`config.mk`:
```
export PLATFORM = sky130hd
export DESIGN_NAME = lb_duplex_ctrl
export DESIGN_NICKNAME = d
export VERILOG_FILES = /design/src/rtl/lbdx_pkg.sv /design/src/rtl/lb_pin_sync.sv /design/src/rtl/lb_path_sel.sv /design/src/rtl/lb_duplex_ctrl.sv
export SDC_FILE = /design/constraint.sdc
export NUM_CORES = 1
export LEC_CHECK = 0
export BUFFER_PORTS_ARGS = -buffer_cell sky130_fd_sc_hd__buf_4
export CELL_PAD_IN_SITES_DETAIL_PLACEMENT = 1
export CELL_PAD_IN_SITES_GLOBAL_PLACEMENT = 1
export CORE_AREA = 4 4 41 43
export CTS_BUF_LIST = sky130_fd_sc_hd__clkbuf_4 sky130_fd_sc_hd__clkbuf_8
export CTS_CLUSTER_SIZE = 25
export DETAILED_ROUTE_END_ITERATION = 12
export DIE_AREA = 0 0 45 47
export PLACE_DENSITY = 0.64
export SLEW_MARGIN = 20
export SYNTH_ARGS = -nofsm -noshare
export SYNTH_HDL_FRONTEND = slang
export SYNTH_SLANG_ARGS = --single-unit
export TNS_END_PERCENT = 30
```
`constraint.sdc`:
```
create_clock -name clk -period 3.03 [get_ports clk]
set_clock_uncertainty 0.05 [all_clocks]
set_input_delay 0.1515 -clock clk [delete_from_list [all_inputs] [get_ports clk]]
set_output_delay 0.1515 -clock clk [all_outputs]
set_load 0.05 [all_outputs]
```
`src/rtl/lbdx_pkg.sv`:
```
package lbdx_pkg;

    typedef enum logic [1:0] {
        LB_STANDARD = 2'd0,
        LB_FORCED   = 2'd1,
        LB_EXTERNAL = 2'd2
    } lb_mode_e;

    typedef struct packed {
        logic col_det_en;
        logic sqe_en;
        logic full_duplex;
        logic loop_gated;   // echo allowed when transmitting and fault-free
        logic loop_forced;  // echo unconditionally, line ignored
    } lb_ctrl_t;

    // pins = {loop_sel_n, duplex_sel_n}, both active low
    function automatic lb_mode_e decode_mode(input logic [1:0] pins);
        case (pins)
            2'b01:   return LB_FORCED;
            2'b00:   return LB_EXTERNAL;
            default: return LB_STANDARD;  // 2'b11 and the unused 2'b10
        endcase
    endfunction

    function automatic lb_ctrl_t ctrl_of(input lb_mode_e m);
        lb_ctrl_t c;
        c.col_det_en  = (m != LB_EXTERNAL);
        c.sqe_en      = (m != LB_EXTERNAL);
        c.full_duplex = (m == LB_EXTERNAL);
        c.loop_gated  = (m == LB_STANDARD);
        c.loop_forced = (m == LB_FORCED);
        return c;
    endfunction

endpackage

```
`src/rtl/lb_pin_sync.sv`:
```
module lb_pin_sync #(
    parameter int          STAGES    = 2,
    parameter int          W         = 2,
    parameter logic [W-1:0] RESET_VAL = '1
) (
    input  logic         clk,
    input  logic         rst,
    input  logic [W-1:0] d,
    output logic [W-1:0] q
);
    logic [W-1:0] chain [STAGES];

    for (genvar s = 0; s < STAGES; s++) begin : g_stage
        always_ff @(posedge clk) begin
            if (rst)
                chain[s] <= RESET_VAL;
            else if (s == 0)
                chain[s] <= d;
            else
                chain[s] <= chain[(s == 0) ? 0 : s-1];
        end
    end

    assign q = chain[STAGES-1];
endmodule

```
`src/rtl/lb_path_sel.sv`:
```
module lb_path_sel
    import lbdx_pkg::*;
#(
    parameter int DATA_W = 1
) (
    input  logic              clk,
    input  logic              rst,
    input  lb_ctrl_t          ctrl,
    input  logic              tx_en,
    input  logic [DATA_W-1:0] tx_data,
    input  logic              line_valid,
    input  logic [DATA_W-1:0] line_data,
    input  logic              col_in,
    input  logic              link_fail,
    input  logic              jabber,
    output logic              rx_valid,
    output logic [DATA_W-1:0] rx_data
);
    logic              fault;
    logic              echo_std;
    logic              nxt_valid;
    logic [DATA_W-1:0] nxt_data;

    assign fault    = col_in | link_fail | jabber;
    assign echo_std = ctrl.loop_gated & tx_en & ~fault;

    always_comb begin
        if (ctrl.loop_forced) begin
            nxt_valid = tx_en;
            nxt_data  = tx_en ? tx_data : '0;
        end else if (echo_std) begin
            nxt_valid = 1'b1;
            nxt_data  = tx_data;
        end else begin
            nxt_valid = line_valid;
            nxt_data  = line_valid ? line_data : '0;
        end
    end

    always_ff @(posedge clk) begin
        if (rst) begin
            rx_valid <= 1'b0;
            rx_data  <= '0;
        end else begin
            rx_valid <= nxt_valid;
            rx_data  <= nxt_data;
        end
    end
endmodule

```
`src/rtl/lb_duplex_ctrl.sv`:
```
module lb_duplex_ctrl
    import lbdx_pkg::*;
#(
    parameter int DATA_W      = 1,
    parameter int SYNC_STAGES = 2
) (
    input  logic              clk,
    input  logic              rst,
    input  logic              loop_sel_n,
    input  logic              duplex_sel_n,
    input  logic              tx_en,
    input  logic [DATA_W-1:0] tx_data,
    input  logic              line_valid,
    input  logic [DATA_W-1:0] line_data,
    input  logic              col_in,
    input  logic              link_fail,
    input  logic              jabber,
    output logic              rx_valid,
    output logic [DATA_W-1:0] rx_data,
    output logic              col_det_en,
    output logic              sqe_en,
    output logic              full_duplex
);
    localparam int PIN_W = 2;

    logic [PIN_W-1:0] pins_s;
    lb_mode_e         mode_q;
    lb_ctrl_t         ctrl;

    lb_pin_sync #(.STAGES(SYNC_STAGES), .W(PIN_W), .RESET_VAL(2'b11)) u_sync (
        .clk (clk),
        .rst (rst),
        .d   ({loop_sel_n, duplex_sel_n}),
        .q   (pins_s)
    );

    assign mode_q = decode_mode(pins_s);
    assign ctrl   = ctrl_of(mode_q);

    assign col_det_en  = ctrl.col_det_en;
    assign sqe_en      = ctrl.sqe_en;
    assign full_duplex = ctrl.full_duplex;

    lb_path_sel #(.DATA_W(DATA_W)) u_path (
        .clk        (clk),
        .rst        (rst),
        .ctrl       (ctrl),
        .tx_en      (tx_en),
        .tx_data    (tx_data),
        .line_valid (line_valid),
        .line_data  (line_data),
        .col_in     (col_in),
        .link_fail  (link_fail),
        .jabber     (jabber),
        .rx_valid   (rx_valid),
        .rx_data    (rx_data)
    );
endmodule

```
### After elaboration in Yosys (flattened, before gate mapping)

Memory sizes are Yosys's and may differ from the RTL's.
Index checks and enable logic that the tools add are counted.

* register bits after elaboration: 2
* RAM bits: 4
* bits of input ports: 11
* output and inout bits: 5
* word-level logic and storage cells: 28
* memories kept: 1

* equal/unequal tests: 4
* muxes and demuxes: 12
* bitwise operators: 7
* reduce and logical (&&, ||, !) cells: 2

Memory list
* u_sync.chain: depth 2, bits a word 2, rd ports 2, clocked after memory_dff 0, write ports 2, RTL line lb_pin_sync.sv:11 `logic [W-1:0] chain [STAGES];`

Operators with widths (count)
* $mux 1: 9
* $eq 2x1->1 const B: 2
* $logic_not 2->1: 2
* $mux 2: 2
* $or 1x1->1: 4
* $pmux 2 s2: 1
* $and 1x1->1: 2
* $eq 2x2->1 const B: 1
* $ne 2x2->1 const B: 1
* $not 1->1: 1

### Logic depth before layout (Yosys ltp)

Gate-level depths: netlist of the first run.

* word-level depth: 7
* gate-level depth with buffers: 3
* mapped depth without buffers: 3

### Modules after synthesis

Synthesis of the first run repeated with hierarchy kept, for this count alone.

* cell total of the unflattened synthesis: 23
* area total of the unflattened synthesis: 255.2 sq um

Modules (own cells, without submodules)
* lb_path_sel: instances 1, cells an instance 10, area each 122.6 sq um, sequential area each 40.0 sq um
* lb_pin_sync: instances 1, cells an instance 8, area each 105.1 sq um, sequential area each 80.1 sq um
* lb_duplex_ctrl: instances 1, cells an instance 5, area each 27.5 sq um, sequential area each 0.0 sq um

### Least setup slack after synthesis of the first run

OpenSTA, ideal clock, no wires.

* path type: register -> output
* from: mem u_sync.chain[1][1]
* to: out full_duplex
* arrival time: 1092 ps
* required time: 2829 ps
* setup slack: 1737 ps
* stages on the path, launching flop included: 3
* path buffers: 0
* cell sequence: dfxtp_1 -> or2_2 -> inv_1

RTL lines
* start, declared: RTL line lb_pin_sync.sv:11
* end, declared: RTL line lb_duplex_ctrl.sv:22 `output logic full_duplex`

==> flow_metrics.env, run 1 <==
export IMPL_status="complete, no violations"
export IMPL_postRouteAntennaNets=0
export IMPL_cpLargestDelayFamily="simple AND/OR/NAND/NOR gates"
export IMPL_muxShareOfSynthArea_pct=0
export IMPL_endpoint="full_duplex"
export IMPL_synth_top_family_by_area="simple AND/OR/NAND/NOR gates"
export IMPL_fp_dieArea_sq_um=2115
export IMPL_synthDistinctLibCells=16
export IMPL_critPathLaunch="u_sync.chain[1][1]"
export IMPL_drive_gt1_share_pct=60.98
export IMPL_setup_tns_ns=0
export IMPL_fp_row_count=13
export IMPL_crit_type="reg -> out"
export IMPL_wl_um=608
export IMPL_crit_chain="or2_2, inv_1, buf_4"
export IMPL_layout_common_cells="buf_4 (15), dfxtp_1 (6), or2_2 (3), clkbuf_4 (3), or2_1 (2)"
export IMPL_clock_sinks=6
export IMPL_area_growth_pct=55.71
export IMPL_clkLatencyLatePin_ns=0.23
export IMPL_period_needed_ns=1.311
export IMPL_path_clk_slew_ns=0.04
export IMPL_synthCells=24
export IMPL_syn_nets=35
export IMPL_drtIter0Drc=0
export IMPL_setup_viol=0
export IMPL_fp_dieW_um=45
export IMPL_cts_hold_buf=0
export IMPL_hold_violations=0
export IMPL_yosys_area_top_type="dfxtp_1"
export IMPL_crit_slowest_cell="or2_2"
export IMPL_drtPass1Iterations=1
export IMPL_drc=0
export IMPL_hold_depth=2
export IMPL_cp_depth=3
export IMPL_layout_commonest_cell="buf_4"
export IMPL_overflow=0
export IMPL_grt_total_usage_pct=7.753
export IMPL_crit_path_start_kind="register"
export IMPL_dieHeight_um=47
export IMPL_post_route_period_util_pct=43.28
export IMPL_synth_fa_ha_area_share_pct=0
export IMPL_p_leak_nw=0.1972
export IMPL_place_gp_congestion=0.6750
export IMPL_cts_inserted_buffers=3
export IMPL_start_util_pct=20.19
export IMPL_endpoint_kind="output port"
export IMPL_powerDensity_nw_per_um2=457.3
export IMPL_ys_warn_count=0
export IMPL_synth_seq_cells=6
export IMPL_grt_max_degree=8
export IMPL_ys_top_cells_by_area="dfxtp_1 (46%), nor4b_4 (9.0%), or2_2 (7.1%)"
export IMPL_via_per_inst=4.054
export IMPL_required_ns=2.83
export IMPL_netlist_area_sq_um=262.8
export IMPL_io_buffers=15
export IMPL_cts_resized=0
export IMPL_root_buffer="clkbuf_4"
export IMPL_clockBufferDepth=2
export IMPL_synth_simple_gate_area_share_pct=37.14
export IMPL_r2r_end="u_path.rx_data"
export IMPL_synth_top_cell_area_share_pct=45.71
export IMPL_critPathBufInv=2
export IMPL_final_seq_area_sq_um=120.1
export IMPL_htreeDepth=1
export IMPL_wl_per_cell_um=10.86
export IMPL_synthXorXnorAreaFrac_pct=0
export IMPL_design_area_sq_um=409.1
export IMPL_ir_worst_vdd_mv=0.2761
export IMPL_placed_area_sq_um=386.6
export IMPL_slew_headroom_pct=81.47
export IMPL_reg2reg_setup_slack_ns=1.90
export IMPL_nets=54
export IMPL_cpPeakStageDelay_ns=0.32
export IMPL_grt_setup_unrepaired="false"
export IMPL_cts_tree="yes"
export IMPL_crit_reg2reg_launch="u_sync.chain[1][1]"
export IMPL_reg2reg_depth=3
export IMPL_postCtsSetupBuffers=0
export IMPL_hold_class="in -> reg"
export IMPL_finalMaxSlewViolations=0
export IMPL_drv_cap=0
export IMPL_coreArea_sq_um=1301
export IMPL_synth_area_per_cell_sq_um=10.95
export IMPL_synth_compound_area_share_pct=11.43
export IMPL_worst_path_max_fanout=3
export IMPL_critPathArrivalTime_ns=1.11
export IMPL_num_io_pins=16
export IMPL_tightest_slew_ns=0.2772
export IMPL_num_fill_cells=163
export IMPL_num_vias=227
export IMPL_antenna_found_initial=0
export IMPL_grt_pass1_vias=250
export IMPL_multiInputGateArea_sq_um=127.6
export IMPL_grt_pass1_wl_um=1055
export IMPL_antenna_cells=0
export IMPL_min_from="loop_sel_n"
export IMPL_ys_seq_area_share_pct=45.71
export IMPL_fmax_mhz=762.6
worst min-delay path by stage:
| stage | endpoint |
|---|---|
| after detailed placement | u_sync.chain[0][1] |
| after floorplan | u_path.rx_valid |
| after global routing | u_sync.chain[0][1] |
| after CTS | u_sync.chain[0][1] |
| after global placement | u_sync.chain[0][1] |
| final | u_sync.chain[0][1] |
flip-flops by register name (all words and copies together), names as in the netlist:
register         cells
u_sync.chain         4
u_path.rx_data       1
u_path.rx_valid      1
layer usage:
metal  track usage, %  vias to the layer above  share of wire [%]
li1                 -                      114                  -
met1            6.393                      100                 33
met2            13.28                       11                 54
met3            6.513                        2                 10
met4            3.509                        0                2.3
met5                0                        -                  0
worst register-to-register path: cells and delay by family (launching register included):
| kind | cells | cell delay, ns |
|---|---|---|
| compound gates | 2 | 0.41 |
| simple gates | 1 | 0.22 |
| flops | 1 | 0.34 |
metrics by stage:
| step | std cells | worst slack (ns) | power [mW] | hold slack (ns) | util, % |
|---|---|---|---|---|---|
| 2_1_floorplan | 24 | 1.737 | 0.1016 | 0.1706 | - |
| 3_3_place_gp | 53 | 1.901 | 0.1172 | 0.2796 | 29.71 |
| 3_5_place_dp | 53 | 1.878 | 0.1189 | 0.2876 | 29.71 |
| 4_1_cts | 56 | 1.701 | 0.1915 | 0.03770 | 31.44 |
| 5_1_grt | 56 | 1.647 | 0.1994 | 0.04771 | 31.44 |
| 6_report | 56 | 1.719 | 0.1871 | 0.04456 | 31.44 |
final cells by class:
class | instances | area share, %
Multi-Input combinational cell | 15 | 31.19
Sequential cell | 6 | 29.36
Timing Repair Buffer | 15 | 27.52
Clock buffer | 3 | 5.505
Tap cell | 15 | 4.587
Inverter | 2 | 1.835
power by group:
group / switching, mW / total (mW) / leakage, nW / internal [mW]
logic: 0.0152 / 0.0326 / 0.134 / 0.0174
registers: 0.00125 / 0.0845 / 0.0497 / 0.0832
clock network: 0.0255 / 0.0700 / 0.0138 / 0.0446
kinds of logic (layout without fill, tap and decap cells):
| group | after synthesis | count (layout) |
|---|---|---|
| compound gates | 4 | 4 |
| flops | 6 | 6 |
| buf+inv | 3 | 20 |
| simple gates | 11 | 11 |
synthesized netlist by cell type (all sizes together):
| cell type | count |
|---|---|
| a2111oi | 1 |
| a21oi | 1 |
| and2b | 1 |
| buf | 1 |
| dfxtp | 6 |
| inv | 2 |
| nand2b | 2 |
| nor2b | 1 |
| nor4b | 1 |
| o21ai | 1 |
| o2bb2a | 1 |
| or2 | 5 |
| or3 | 1 |
Note: power is estimated with default switching activity, not from simulation.
==> run 2: changes to the inputs <==
==> constraint.sdc (replaced) <==
create_clock -name clk -period 1.3 [get_ports clk]
set_clock_uncertainty 0.05 [all_clocks]
set_input_delay 0.065 -clock clk [delete_from_list [all_inputs] [get_ports clk]]
set_output_delay 0.065 -clock clk [all_outputs]
set_load 0.05 [all_outputs]
==> run 2 against run 1 <==
First-iteration DRC count stayed put; power is 150% higher; hold slack better by 0.018 ns; design area is 13% higher; non-clock buffer count is 5 higher; utilization is 4.1 points higher; clock-buffer cell count stayed put; critical endpoint unchanged.
==> flow_metrics.env, run 2 (synthesized netlist as in run 1, its figures left out) <==
export IMPL_status="complete, no violations"
export IMPL_crit_path_start_kind="register"
export IMPL_coreArea_sq_um=1301
export IMPL_reg2reg_setup_slack_ns=0.10
export IMPL_hold_violations=0
export IMPL_fp_dieArea_sq_um=2115
export IMPL_cts_inserted_buffers=3
export IMPL_antenna_found_initial=0
export IMPL_cts_tree="yes"
export IMPL_crit_reg2reg_launch="u_sync.chain[1][1]"
export IMPL_clkLatencyLatePin_ns=0.25
export IMPL_crit_chain="or2_2, inv_1, buf_6"
export IMPL_num_fill_cells=156
export IMPL_powerDensity_nw_per_um2=994.8
export IMPL_nets=59
export IMPL_multiInputGateArea_sq_um=127.6
export IMPL_via_per_inst=4.197
export IMPL_p_leak_nw=0.2188
export IMPL_overflow=0
export IMPL_io_buffers=15
export IMPL_post_route_period_util_pct=93.73
export IMPL_worst_path_max_fanout=3
export IMPL_period_needed_ns=1.218
export IMPL_place_gp_congestion=0.7011
export IMPL_grt_max_degree=6
export IMPL_drv_cap=0
export IMPL_crit_slowest_cell="or2_2"
export IMPL_grt_setup_unrepaired="false"
export IMPL_required_ns=1.19
export IMPL_wl_per_cell_um=12.31
export IMPL_top_regs="u_sync.chain: 4 flops, u_path.rx_data: 1 flops, u_path.rx_valid: 1 flops"
export IMPL_largest_register_ffs=4
export IMPL_crit_type="reg -> out"
export IMPL_antenna_cells=0
export IMPL_wl_um=751
export IMPL_holdWs_ns=0.06249
export IMPL_num_vias=256
export IMPL_layout_commonest_cell="buf_4"
export IMPL_postRouteAntennaNets=0
export IMPL_layout_common_cells="buf_4 (14), dfxtp_1 (6), dlygate4sd3_1 (5)"
export IMPL_hold_class="in -> reg"
export IMPL_setup_viol=0
export IMPL_drive_gt1_share_pct=54.35
export IMPL_drtIter0Drc=0
export IMPL_dieHeight_um=47
export IMPL_grt_pass1_wl_um=1255
export IMPL_cpPeakStageDelay_ns=0.32
export IMPL_ir_worst_vdd_mv=0.4180
export IMPL_clock_sinks=6
export IMPL_critPathLaunch="u_sync.chain[1][1]"
export IMPL_placed_area_sq_um=386.6
export IMPL_grt_pass1_vias=289
export IMPL_clockBufferDepth=2
export IMPL_fp_dieW_um=45
export IMPL_reg2reg_depth=3
export IMPL_hold_depth=3
export IMPL_htreeDepth=1
export IMPL_grt_total_usage_pct=9.019
export IMPL_endpoint_kind="output port"
export IMPL_tightest_slew_ns=0.3613
export IMPL_drc=0
export IMPL_slew_headroom_pct=75.85
export IMPL_start_util_pct=20.19
export IMPL_path_clk_slew_ns=0.04
export IMPL_setup_tns_ns=0
export IMPL_max_flop_register="u_sync.chain"
export IMPL_num_io_pins=16
export IMPL_drtPass1Iterations=1
export IMPL_critPathArrivalTime_ns=1.10
export IMPL_area_growth_pct=76.19
export IMPL_final_seq_area_sq_um=120.1
export IMPL_root_buffer="clkbuf_4"
export IMPL_r2r_end="u_path.rx_data"
export IMPL_postCtsSetupBuffers=0
export IMPL_endpoint="full_duplex"
export IMPL_fmax_mhz=820.7
export IMPL_finalMaxSlewViolations=0
export IMPL_fp_row_count=13
export IMPL_design_area_sq_um=462.9
-- run 2: metrics by stage --
stage / instances / utilization (%) / power, mW / setup slack, ns
5_1_grt: 61 / 35.58 / 0.4866 / 0.01109
6_report: 61 / 35.58 / 0.4605 / 0.08154
4_1_cts: 61 / 35.29 / 0.4701 / 0.04545
2_1_floorplan: 24 / - / 0.2367 / 0.09327
3_3_place_gp: 53 / 29.71 / 0.2739 / 0.1618
3_5_place_dp: 53 / 29.71 / 0.2783 / 0.1176
-- run 2: area by class of cell --
| cell class | count | share of cell area (%) |
|---|---|---|
| repair buffers | 20 | 35.95 |
| multi-input cells | 15 | 27.57 |
| clock buffers | 3 | 4.865 |
| inverters | 2 | 1.622 |
| well taps | 15 | 4.054 |
| flip-flops and latches | 6 | 25.95 |
-- run 2: critical path, delay by kind of cell, from the launching register on --
| family | cells | cell delay [ns] |
|---|---|---|
| buffers and inverters | 2 | 0.22 |
| and+or+nand+nor | 1 | 0.32 |
| DFF | 1 | 0.31 |
-- run 2: per-layer routing --
metal / share of wire, % / vias up / global-route usage (%)
li1: - / 124 / -
met1: 34 / 117 / 7.991
met2: 53 / 12 / 15.54
met3: 8.5 / 3 / 3.448
met4: 4.0 / 0 / 8.772
met5: 0 / - / 0
-- run 2: how the worst min path moves through the flow --
stage | start | endpoint | slack (ns)
after detailed placement | loop_sel_n | u_sync.chain[0][1] | 0.20
after CTS | line_valid | u_path.rx_valid | 0.06
after global routing | line_valid | u_path.rx_valid | 0.07
after floorplan | rst | u_path.rx_valid | 0.08
final | line_valid | u_path.rx_valid | 0.06
after global placement | loop_sel_n | u_sync.chain[0][1] | 0.19
-- run 2: repair_timing --
item                       in CTS  in global routing
resized for setup               0                  1
hold buffers                    5                  0
setup endpoints to repair       0                  1
hold endpoints to repair        3                  0
-- run 2: power by group --
group	switching, mW	total, mW	leakage (nW)	internal (mW)
logic	0.0390	0.0896	0.155	0.0506
registers	0.00295	0.197	0.0497	0.194
clock network	0.0695	0.174	0.0138	0.105
total	0.111	0.461	0.219	0.349
